File: src/rtl/bcd_alu_pkg.sv
package bcd_alu_pkg;

   // processor generation selected by the VARIANT parameter
   localparam int unsigned VAR_NMOS = 0;
   localparam int unsigned VAR_CMOS = 1;
   localparam int unsigned VAR_WIDE = 2;
   localparam int unsigned VAR_COUNT = 3;

   // default digit width (one nibble per decimal digit)
   localparam int unsigned DEF_DIGIT_W = 4;

   typedef struct packed {
      logic n;
      logic v;
      logic z;
      logic c;
   } flags_t;

endpackage

File: src/rtl/bcd_add_stage.sv
module bcd_add_stage #(
   parameter int unsigned DIGIT_W = 4
) (
   input  logic [2*DIGIT_W-1:0] a,
   input  logic [2*DIGIT_W-1:0] b,
   input  logic                 cin,
   output logic [2*DIGIT_W-1:0] mid,
   output logic                 mid_ovf,
   output logic [2*DIGIT_W-1:0] sum_out,
   output logic                 c_out
);
   localparam int unsigned BYTE_W = 2 * DIGIT_W;
   localparam int unsigned MSB = BYTE_W - 1;
   localparam logic [DIGIT_W:0]   LO_LIMIT = (DIGIT_W + 1)'(10);
   localparam logic [DIGIT_W-1:0] LO_ADJ   = DIGIT_W'((1 << DIGIT_W) - 10);
   localparam logic [BYTE_W-1:0]  HI_LIMIT = BYTE_W'(10 << DIGIT_W);
   localparam logic [BYTE_W-1:0]  HI_ADJ   = BYTE_W'(((1 << DIGIT_W) - 10) << DIGIT_W);
   localparam logic [BYTE_W:0]    HALF     = (BYTE_W + 1)'(1 << DIGIT_W);

   logic [DIGIT_W:0]   lo_raw;
   logic               lo_hit;
   logic [DIGIT_W-1:0] lo_fix;
   logic [BYTE_W:0]    hi_raw;
   logic               hi_fix;

   always_comb begin
      lo_raw = {1'b0, a[DIGIT_W-1:0]} + {1'b0, b[DIGIT_W-1:0]} + {{DIGIT_W{1'b0}}, cin};
      lo_hit = (lo_raw >= LO_LIMIT);
      lo_fix = lo_hit ? (lo_raw[DIGIT_W-1:0] + LO_ADJ) : lo_raw[DIGIT_W-1:0];
   end

   always_comb begin
      hi_raw  = {1'b0, a[MSB:DIGIT_W], lo_fix}
              + {1'b0, b[MSB:DIGIT_W], {DIGIT_W{1'b0}}}
              + (lo_hit ? HALF : '0);
      mid     = hi_raw[MSB:0];
      mid_ovf = (a[MSB] == b[MSB]) && (mid[MSB] != a[MSB]);
      hi_fix  = hi_raw[BYTE_W] || (mid >= HI_LIMIT);
      sum_out = hi_fix ? (mid + HI_ADJ) : mid;
      c_out   = hi_fix;
   end

endmodule

File: src/rtl/bcd_sub_stage.sv
module bcd_sub_stage #(
   parameter int unsigned DIGIT_W = 4,
   parameter bit          LATE_LO = 1'b0
) (
   input  logic [2*DIGIT_W-1:0] a,
   input  logic [2*DIGIT_W-1:0] b,
   input  logic                 cin,
   output logic [2*DIGIT_W-1:0] diff_out
);
   localparam int unsigned BYTE_W = 2 * DIGIT_W;
   localparam int unsigned MSB = BYTE_W - 1;
   localparam logic [DIGIT_W-1:0] LO_ADJ  = DIGIT_W'((1 << DIGIT_W) - 10);
   localparam logic [BYTE_W-1:0]  LO_ADJB = BYTE_W'((1 << DIGIT_W) - 10);
   localparam logic [BYTE_W-1:0]  HI_ADJ  = BYTE_W'(((1 << DIGIT_W) - 10) << DIGIT_W);
   localparam logic [BYTE_W:0]    HALF    = (BYTE_W + 1)'(1 << DIGIT_W);

   logic [DIGIT_W:0]   lo_raw;
   logic               lo_brw;
   logic [DIGIT_W-1:0] lo_fix;
   logic [BYTE_W:0]    hi_raw;
   logic               hi_brw;
   logic [BYTE_W-1:0]  stage2;

   always_comb begin
      lo_raw = {1'b0, a[DIGIT_W-1:0]} - {1'b0, b[DIGIT_W-1:0]} - {{DIGIT_W{1'b0}}, ~cin};
      lo_brw = lo_raw[DIGIT_W];
   end

   generate
      if (LATE_LO) begin : g_late
         // low digit left raw; correction applied to the whole byte at the end
         always_comb lo_fix = lo_raw[DIGIT_W-1:0];
      end else begin : g_early
         always_comb lo_fix = lo_brw ? (lo_raw[DIGIT_W-1:0] - LO_ADJ) : lo_raw[DIGIT_W-1:0];
      end
   endgenerate

   always_comb begin
      hi_raw = {1'b0, a[MSB:DIGIT_W], lo_fix}
             - {1'b0, b[MSB:DIGIT_W], {DIGIT_W{1'b0}}}
             - (lo_brw ? HALF : '0);
      hi_brw = hi_raw[BYTE_W];
      stage2 = hi_brw ? (hi_raw[MSB:0] - HI_ADJ) : hi_raw[MSB:0];
   end

   generate
      if (LATE_LO) begin : g_late_out
         always_comb diff_out = lo_brw ? (stage2 - LO_ADJB) : stage2;
      end else begin : g_early_out
         always_comb diff_out = stage2;
      end
   endgenerate

endmodule

File: src/rtl/bcd_bin_flags.sv
module bcd_bin_flags #(
   parameter int unsigned BYTE_W = 8
) (
   input  logic [BYTE_W-1:0] a,
   input  logic [BYTE_W-1:0] b,
   input  logic              cin,
   output logic              add_zero,
   output logic [BYTE_W-1:0] sub_res,
   output logic              sub_c,
   output logic              sub_v
);
   localparam int unsigned MSB = BYTE_W - 1;

   logic [BYTE_W:0] add_raw;
   logic [BYTE_W:0] sub_raw;

   always_comb begin
      add_raw  = {1'b0, a} + {1'b0, b} + {{BYTE_W{1'b0}}, cin};
      add_zero = (add_raw[MSB:0] == '0);
      sub_raw  = {1'b0, a} - {1'b0, b} - {{BYTE_W{1'b0}}, ~cin};
      sub_res  = sub_raw[MSB:0];
      sub_c    = ~sub_raw[BYTE_W];
      sub_v    = (a[MSB] != b[MSB]) && (sub_res[MSB] != a[MSB]);
   end

endmodule

File: src/rtl/bcd_alu.sv
module bcd_alu #(
   parameter int unsigned VARIANT = bcd_alu_pkg::VAR_NMOS,
   parameter int unsigned DIGIT_W = bcd_alu_pkg::DEF_DIGIT_W
) (
   input  logic [2*DIGIT_W-1:0] opnd_a,
   input  logic [2*DIGIT_W-1:0] opnd_b,
   input  logic                 carry_in,
   input  logic                 do_sub,
   output logic [2*DIGIT_W-1:0] result,
   output logic                 flag_n,
   output logic                 flag_v,
   output logic                 flag_z,
   output logic                 flag_c
);
   import bcd_alu_pkg::*;

   localparam int unsigned BYTE_W = 2 * DIGIT_W;
   localparam int unsigned MSB = BYTE_W - 1;
   localparam bit LATE_LO = (VARIANT == VAR_CMOS);

   generate
      if (VARIANT >= VAR_COUNT) begin : g_bad_variant
         $error("bcd_alu: VARIANT must be 0, 1 or 2");
      end
      if (DIGIT_W < 4) begin : g_bad_digit
         $error("bcd_alu: DIGIT_W must be at least 4");
      end
   endgenerate

   logic [MSB:0] add_mid;
   logic         add_mid_ovf;
   logic [MSB:0] add_sum;
   logic         add_c;
   logic [MSB:0] sub_diff;
   logic         bin_add_zero;
   logic [MSB:0] bin_sub_res;
   logic         bin_sub_c;
   logic         bin_sub_v;

   flags_t add_flags;
   flags_t sub_flags;

   bcd_add_stage #(.DIGIT_W(DIGIT_W)) u_add (
      .a       (opnd_a),
      .b       (opnd_b),
      .cin     (carry_in),
      .mid     (add_mid),
      .mid_ovf (add_mid_ovf),
      .sum_out (add_sum),
      .c_out   (add_c)
   );

   bcd_sub_stage #(.DIGIT_W(DIGIT_W), .LATE_LO(LATE_LO)) u_sub (
      .a        (opnd_a),
      .b        (opnd_b),
      .cin      (carry_in),
      .diff_out (sub_diff)
   );

   bcd_bin_flags #(.BYTE_W(BYTE_W)) u_bin (
      .a        (opnd_a),
      .b        (opnd_b),
      .cin      (carry_in),
      .add_zero (bin_add_zero),
      .sub_res  (bin_sub_res),
      .sub_c    (bin_sub_c),
      .sub_v    (bin_sub_v)
   );

   generate
      if (VARIANT == VAR_NMOS) begin : g_flags_nmos
         always_comb begin
            add_flags.n = add_mid[MSB];
            add_flags.v = add_mid_ovf;
            add_flags.z = bin_add_zero;
            add_flags.c = add_c;
            sub_flags.n = bin_sub_res[MSB];
            sub_flags.v = bin_sub_v;
            sub_flags.z = (bin_sub_res == '0);
            sub_flags.c = bin_sub_c;
         end
      end else begin : g_flags_late
         always_comb begin
            add_flags.n = add_sum[MSB];
            add_flags.v = add_mid_ovf;
            add_flags.z = (add_sum == '0);
            add_flags.c = add_c;
            sub_flags.n = sub_diff[MSB];
            sub_flags.v = bin_sub_v;
            sub_flags.z = (sub_diff == '0);
            sub_flags.c = bin_sub_c;
         end
      end
   endgenerate

   always_comb begin
      if (do_sub) begin
         result = sub_diff;
         {flag_n, flag_v, flag_z, flag_c} = sub_flags;
      end else begin
         result = add_sum;
         {flag_n, flag_v, flag_z, flag_c} = add_flags;
      end
   end

endmodule

File: config.mk
export PLATFORM = sky130hd
export DESIGN_NAME = bcd_alu
export DESIGN_NICKNAME = d
export VERILOG_FILES = /design/src/rtl/bcd_alu_pkg.sv /design/src/rtl/bcd_add_stage.sv /design/src/rtl/bcd_sub_stage.sv /design/src/rtl/bcd_bin_flags.sv /design/src/rtl/bcd_alu.sv
export SDC_FILE = /design/constraint.sdc
export NUM_CORES = 1
export LEC_CHECK = 0
export ABC_AREA = 1
export BUFFER_PORTS_ARGS = -buffer_cell sky130_fd_sc_hd__buf_2
export CAP_MARGIN = 20
export CORE_MARGIN = 3
export CORE_UTILIZATION = 60
export DETAILED_ROUTE_END_ITERATION = 7
export PLACE_DENSITY = 0.81
export SLEW_MARGIN = 40
export SYNTH_ARGS = -nofsm -noshare
export SYNTH_HDL_FRONTEND = slang
export SYNTH_SLANG_ARGS = --single-unit
File: constraint.sdc
create_clock -name vclk -period 4.5
set_input_delay 0 -clock vclk [all_inputs]
set_output_delay 0 -clock vclk [all_outputs]
set_load 0.005 [all_outputs]
==> impl_metrics.env, run 1 <==
export IMPL_status="finished, final reports clean"
export IMPL_synth_yosys_warnings=0
export IMPL_seqCellArea_sq_um=0
export IMPL_critPathMaxStageDelay_ns=0.54
export IMPL_finalSetupViolCount=0
export IMPL_fillers=260
export IMPL_yosys_cell_types_count=29
export IMPL_worst_path_max_fanout=6
export IMPL_timing_critical_path_mode_cell="sky130_fd_sc_hd__inv_1"
export IMPL_detailedRoute_firstPassIterationCount=4
export IMPL_hp_start="opnd_a[7]"
export IMPL_final_instance_count_excl_fill=352
export IMPL_post_place_cells=352
export IMPL_utilization_pct=69.0
export IMPL_post_cts_setup_buffers=0
export IMPL_floorplan_initialDensity_pct=63.7
export IMPL_wl_per_cell_microns=11.3
export IMPL_timing_max_cap_violations=0
export IMPL_timing_max_slew_rel_slack_pct=73.2
export IMPL_leakage_nw=1.20
export IMPL_globalplace_congestion=0.912
export IMPL_syn_num_nets=351
export IMPL_grt_max_degree=16
export IMPL_number_of_ports_placed_on_the_die_boundary=30
export IMPL_vias_in_the_first_global_route=1558
export IMPL_detail_placement_hpwl_microns=3540
export IMPL_initial_antenna_violation_count=0
export IMPL_period_utilisation_layout_pct=82.4
export IMPL_rows=19
export IMPL_syn_inst=295
export IMPL_min_path_cells=5
export IMPL_detail_route_vias_per_cell=5.24
export IMPL_dr_total_vias=1845
export IMPL_critical_path_top_delay_family="adder cells"
export IMPL_worst_slew_pin_slew_ns=0.402
export IMPL_syn_cell_area_sq_um=1790
export IMPL_path_buf_inv=8
export IMPL_drc=0
export IMPL_grt_first_pass_wirelength_microns=6580
export IMPL_area_growth_syn_to_layout_pct=8.40
export IMPL_drtIter0Drc=101
export IMPL_die_height_microns=60.6
export IMPL_die_area_sq_um=3670
export IMPL_overflow=0
export IMPL_cellPowerDensity_nw_per_um2=211
export IMPL_postRouteAntennaNets=0
export IMPL_final_period_minus_worst_setup_slack_ns=3.71
export IMPL_diodes=0
export IMPL_holdBufCountCts=0
export IMPL_worstHoldEndpoint="flag_v"
export IMPL_critPathRequiredTime_ns=4.50
export IMPL_final_sequential_cell_count=0
export IMPL_num_clock_buffers=0
export IMPL_whs_ns=0.450
export IMPL_drive_above_1_share_pct=19.9
export IMPL_buffer_ports_inserted=30
export IMPL_routed_wirelength_microns=3960
export IMPL_cts_repair_resize_count=0
export IMPL_slew_viol_final=0
export IMPL_final_setup_tns_ns=0
export IMPL_timing_critical_path_slowest_stage_cell="sky130_fd_sc_hd__fa_1"
export IMPL_grt_util_all_layers_pct=22.6
export IMPL_design_core_area_sq_um=2810
export IMPL_fin_nets=379
export IMPL_vdd_ir_drop_worst_uv=128
export IMPL_endpoint_kind="primary output"
export IMPL_post_layout_total_power_mw=0.408
export IMPL_rsz0062_at_grt="false"
export IMPL_hold_violations=0
export IMPL_postSynthAreaPerCell_sq_um=6.06
export IMPL_startpoint_type="input port"
export IMPL_hp_class="input port to primary output"
export IMPL_crit_type="input port to primary output"
export IMPL_floorplan_die_width_microns=60.6
export IMPL_fmaxAchievable_ghz=0.270
export IMPL_yosysSeqAreaShare_pct=0
export IMPL_arrival_ns=3.71
-- cells in the final DEF, fill, tap and decap left out, types with 2 or more instances in the layout --
master	netlist	layout
sky130_fd_sc_hd__nand2_1	75	75
sky130_fd_sc_hd__inv_1	61	61
sky130_fd_sc_hd__nor2_1	9	9
sky130_fd_sc_hd__ha_1	30	30
sky130_fd_sc_hd__nand2_4	4	4
sky130_fd_sc_hd__a21oi_1	6	6
sky130_fd_sc_hd__o21ai_1	6	6
sky130_fd_sc_hd__o21a_1	2	2
sky130_fd_sc_hd__nand3_1	40	40
sky130_fd_sc_hd__a21oi_4	2	2
sky130_fd_sc_hd__o211ai_1	2	2
sky130_fd_sc_hd__o21ai_0	9	9
sky130_fd_sc_hd__nand3_2	3	3
sky130_fd_sc_hd__fa_1	8	8
sky130_fd_sc_hd__buf_2	1	30
sky130_fd_sc_hd__inv_2	6	6
sky130_fd_sc_hd__nand2_2	13	13
sky130_fd_sc_hd__nand4_1	5	5
-- cell usage after synthesis --
cell / number / share of area (%)
sky130_fd_sc_hd__nor2_2: 1 / 0.35
sky130_fd_sc_hd__o211ai_1: 2 / 0.84
sky130_fd_sc_hd__or2_4: 1 / 0.49
sky130_fd_sc_hd__o21a_1: 2 / 0.84
sky130_fd_sc_hd__nand4_1: 5 / 1.8
sky130_fd_sc_hd__a21oi_4: 2 / 1.8
sky130_fd_sc_hd__clkinv_1: 1 / 0.21
sky130_fd_sc_hd__nor2_1: 9 / 1.9
sky130_fd_sc_hd__fa_1: 8 / 9.0
sky130_fd_sc_hd__nand3_2: 3 / 1.7
sky130_fd_sc_hd__nor3_1: 1 / 0.28
sky130_fd_sc_hd__nand3_1: 40 / 11
sky130_fd_sc_hd__a21oi_1: 6 / 1.7
sky130_fd_sc_hd__nand2_2: 13 / 4.6
sky130_fd_sc_hd__buf_6: 3 / 1.9
sky130_fd_sc_hd__nand2_1: 75 / 16
sky130_fd_sc_hd__xor2_1: 1 / 0.49
sky130_fd_sc_hd__nand4_2: 1 / 0.70
sky130_fd_sc_hd__nand2_4: 4 / 2.5
sky130_fd_sc_hd__a21oi_2: 1 / 0.49
sky130_fd_sc_hd__xnor2_1: 1 / 0.49
sky130_fd_sc_hd__nand4_4: 1 / 1.2
sky130_fd_sc_hd__inv_2: 6 / 1.3
sky130_fd_sc_hd__inv_1: 61 / 13
sky130_fd_sc_hd__buf_2: 1 / 0.28
sky130_fd_sc_hd__o21ai_1: 6 / 1.7
sky130_fd_sc_hd__ha_1: 30 / 21
sky130_fd_sc_hd__or2_2: 1 / 0.35
sky130_fd_sc_hd__o21ai_0: 9 / 2.5
-- tightest hold or removal path, cell delays in order --
cell and delay, ns:
sky130_fd_sc_hd__buf_2 0.14, sky130_fd_sc_hd__nand2_1 0.07, sky130_fd_sc_hd__nand4_1 0.08, sky130_fd_sc_hd__nand2_1 0.05
sky130_fd_sc_hd__buf_2 0.12
-- logic make-up (layout without fill, tap and decap cells) --
kind of cell	after synthesis	in the layout	synth area share [%]
XOR/XNOR	2	2	0.981
AND/OR/NAND/NOR	155	155	42.7
adder cells (fa/ha/maj)	38	38	30.0
buffers and inverters	72	98	16.5
AO/OA/AOI/OAI	28	28	9.87
-- area by class of cell --
cell class,instances,area (sq um),area share [%]
multi-input cells,223,1490,77.1
well taps,31,38.8,2.00
repair buffers,30,150,7.75
inverters,68,255,13.2
-- layer usage --
layer / vias up / global-route usage, % / routed length [microns]
met5: - / 0 / 0
met4: 0 / 0.619 / 0
met3: 0 / 0.213 / 172
met2: 39 / 39.1 / 1840
met1: 822 / 33.3 / 1960
li1: 984 / - / -
-- where the power goes --
part	switching (mW)	internal [mW]
combinational	0.248	0.160
sequential	0	0
clock	0	0
total	0.248	0.160
-- through the flow --
step	cell area (sq um)	setup WS, ns
after floorplan	1790	1.20
after global routing	1940	0.459
after detailed placement	1940	0.811
final	1940	0.790
after global placement	1940	0.888
after CTS	1940	0.806
-- worst max-delay path by stage --
stage / startpoint / to / slack (ns) / cells after the start
final: opnd_a[0] / result[5] / 0.79 / 25
after global routing: opnd_a[0] / result[5] / 0.46 / 25
after global placement: opnd_a[0] / result[5] / 0.89 / 26
after CTS: opnd_a[0] / result[5] / 0.81 / 26
after detailed placement: opnd_a[0] / result[5] / 0.81 / 26
after floorplan: opnd_a[0] / result[7] / 1.20 / 25
No activity file was read; power rests on OpenSTA's default activity.
==> run 2: changes to the inputs <==
- CORE_UTILIZATION: 60 -> 55
- PLACE_DENSITY: 0.81 -> 0.78
- clock period: 4.5 -> 3.4 ns (I/O delays scaled with it)
==> run 2 against run 1 <==
First-iteration DRC count fell by 20%; global-route usage fell by 0.072 points; worst hold slack got worse by 0.015 ns; die area rose by 8.2%; non-clock buffer count rose by 16; setup slack got worse by 0.67 ns; routed wire length rose by 7.9%; critical path type unchanged; largest power group unchanged; highest routed layer is now met4.
==> impl_metrics.env, run 2 (synthesized netlist as in run 1, its figures left out) <==
export IMPL_drive_above_1_share_pct=31.2
export IMPL_vias_in_the_first_global_route=1796
export IMPL_endpoint_kind="primary output"
export IMPL_number_of_ports_placed_on_the_die_boundary=30
export IMPL_post_place_cells=376
export IMPL_hp_start="opnd_a[7]"
export IMPL_hold_violations=0
export IMPL_fmaxAchievable_ghz=0.305
export IMPL_floorplan_initialDensity_pct=58.0
export IMPL_rsz0062_at_grt="true"
export IMPL_timing_max_cap_violations=0
export IMPL_die_area_sq_um=3970
export IMPL_grt_first_pass_wirelength_microns=7650
export IMPL_seqCellArea_sq_um=0
export IMPL_finalSetupViolCount=0
export IMPL_detailedRoute_firstPassIterationCount=5
export IMPL_crit_path_end="result[7]"
export IMPL_initial_antenna_violation_count=0
export IMPL_fin_nets=395
export IMPL_buffer_ports_inserted=30
export IMPL_final_instance_count_excl_fill=381
export IMPL_placement_cell_area_sq_um=2040
export IMPL_dr_total_vias=1930
export IMPL_mostFrequentLayoutCell="sky130_fd_sc_hd__nand2_1"
export IMPL_whs_ns=0.436
export IMPL_detail_route_vias_per_cell=5.07
export IMPL_final_period_minus_worst_setup_slack_ns=3.28
export IMPL_rows=20
export IMPL_utilization_pct=70.8
export IMPL_dp_worst_setup_slack_ns=-0.251
export IMPL_grt_max_degree=16
export IMPL_drc=0
export IMPL_vdd_ir_drop_worst_uv=147
export IMPL_post_layout_total_power_mw=0.639
export IMPL_worst_path_max_fanout=6
export IMPL_top_library_cells_by_usage_in_the_layout_fill_and_taps_aside="sky130_fd_sc_hd__nand2_1 (70), sky130_fd_sc_hd__inv_1 (52), sky130_fd_sc_hd__nand3_1 (40)"
export IMPL_globalplace_congestion=0.836
export IMPL_drtIter0Drc=81
export IMPL_routed_wirelength_microns=4280
export IMPL_worst_setup_path_startpoint="opnd_a[0]"
export IMPL_fillers=269
export IMPL_num_clock_buffers=0
export IMPL_critPathRequiredTime_ns=3.40
export IMPL_wl_per_cell_microns=11.2
export IMPL_overflow=0
export IMPL_final_instance_area_sq_um=2180
export IMPL_arrival_ns=3.28
export IMPL_cellPowerDensity_nw_per_um2=293
export IMPL_status="finished, final reports clean"
export IMPL_design_core_area_sq_um=3080
export IMPL_area_growth_syn_to_layout_pct=22.0
export IMPL_final_sequential_cell_count=0
export IMPL_startpoint_type="input port"
export IMPL_diodes=0
export IMPL_grt_util_all_layers_pct=22.5
export IMPL_floorplan_die_width_microns=63.0
export IMPL_leakage_nw=1.28
export IMPL_hp_class="input port to primary output"
export IMPL_worst_slew_pin_slew_ns=0.362
export IMPL_timing_final_ws_setup_ns=0.122
export IMPL_detail_placement_hpwl_microns=3690
export IMPL_timing_max_slew_rel_slack_pct=75.9
export IMPL_die_height_microns=63.0
export IMPL_postRouteAntennaNets=0
export IMPL_final_setup_tns_ns=0
export IMPL_slew_viol_final=0
export IMPL_crit_type="input port to primary output"
export IMPL_period_utilisation_layout_pct=96.4
run 2: cell types whose count changed in the layout (fill, tap and decap cells not counted), moves of 4 or more:
| cell | change |
|---|---|
| sky130_fd_sc_hd__nand2_1 | -5 |
| sky130_fd_sc_hd__fa_2 | +4 |
| sky130_fd_sc_hd__nand2_2 | +4 |
| sky130_fd_sc_hd__inv_2 | +8 |
| sky130_fd_sc_hd__buf_4 | +16 |
| sky130_fd_sc_hd__inv_1 | -9 |
| sky130_fd_sc_hd__fa_1 | -4 |
run 2: area by class of cell:
cell class | instances | area (sq um) | share of cell area [%]
Timing Repair Buffer | 46 | 283 | 13.0
Tap cell | 44 | 55.1 | 2.53
Multi-Input combinational cell | 223 | 1580 | 72.7
Inverter | 68 | 258 | 11.8
run 2: metal layers:
layer  global-route usage [%]  vias to the layer above  wire, microns
met4                     1.65                        0             42
met5                        0                        -              0
met1                     31.2                      844           2020
met2                     40.2                       62           2010
met3                    0.540                        8            208
li1                         -                     1016              -
run 2: worst min path at each step:
stage,to,cells after the start
2_1_floorplan,result[5],3
3_3_place_gp,flag_v,5
3_5_place_dp,flag_v,5
4_1_cts,flag_v,5
5_1_grt,flag_v,5
6_report,flag_v,5
run 2: repair_timing:
item                       CTS  global route
setup buffers                4             1
pin swaps                   11            11
hold buffers                 0             0
setup endpoints to repair    6             6
resized for setup           20            15
run 2: power by group:
| part | internal, mW | switching (mW) | leakage (nW) |
|---|---|---|---|
| Clock | 0 | 0 | 0 |
| Combinational | 0.274 | 0.365 | 1.28 |
| Sequential | 0 | 0 | 0 |
| Total | 0.274 | 0.365 | 1.28 |
run 2: critical path: stages:
cell	delay, ns
sky130_fd_sc_hd__buf_6	0.08
sky130_fd_sc_hd__inv_4	0.03
sky130_fd_sc_hd__fa_2	0.39
sky130_fd_sc_hd__fa_2	0.47
sky130_fd_sc_hd__nor2_1	0.14
sky130_fd_sc_hd__nand3_1	0.12
sky130_fd_sc_hd__nand2_4	0.10
sky130_fd_sc_hd__nand3_2	0.07
sky130_fd_sc_hd__nand2_2	0.09
sky130_fd_sc_hd__inv_2	0.04
sky130_fd_sc_hd__fa_2	0.33
sky130_fd_sc_hd__inv_2	0.07
sky130_fd_sc_hd__ha_4	0.12
sky130_fd_sc_hd__inv_2	0.03
sky130_fd_sc_hd__fa_2	0.58
sky130_fd_sc_hd__nand2_2	0.06
sky130_fd_sc_hd__nand2_2	0.07
sky130_fd_sc_hd__nand3_4	0.10
sky130_fd_sc_hd__nand2_2	0.09
sky130_fd_sc_hd__o21ai_2	0.05
sky130_fd_sc_hd__nand2_1	0.06
sky130_fd_sc_hd__nand2_1	0.05
sky130_fd_sc_hd__buf_2	0.12
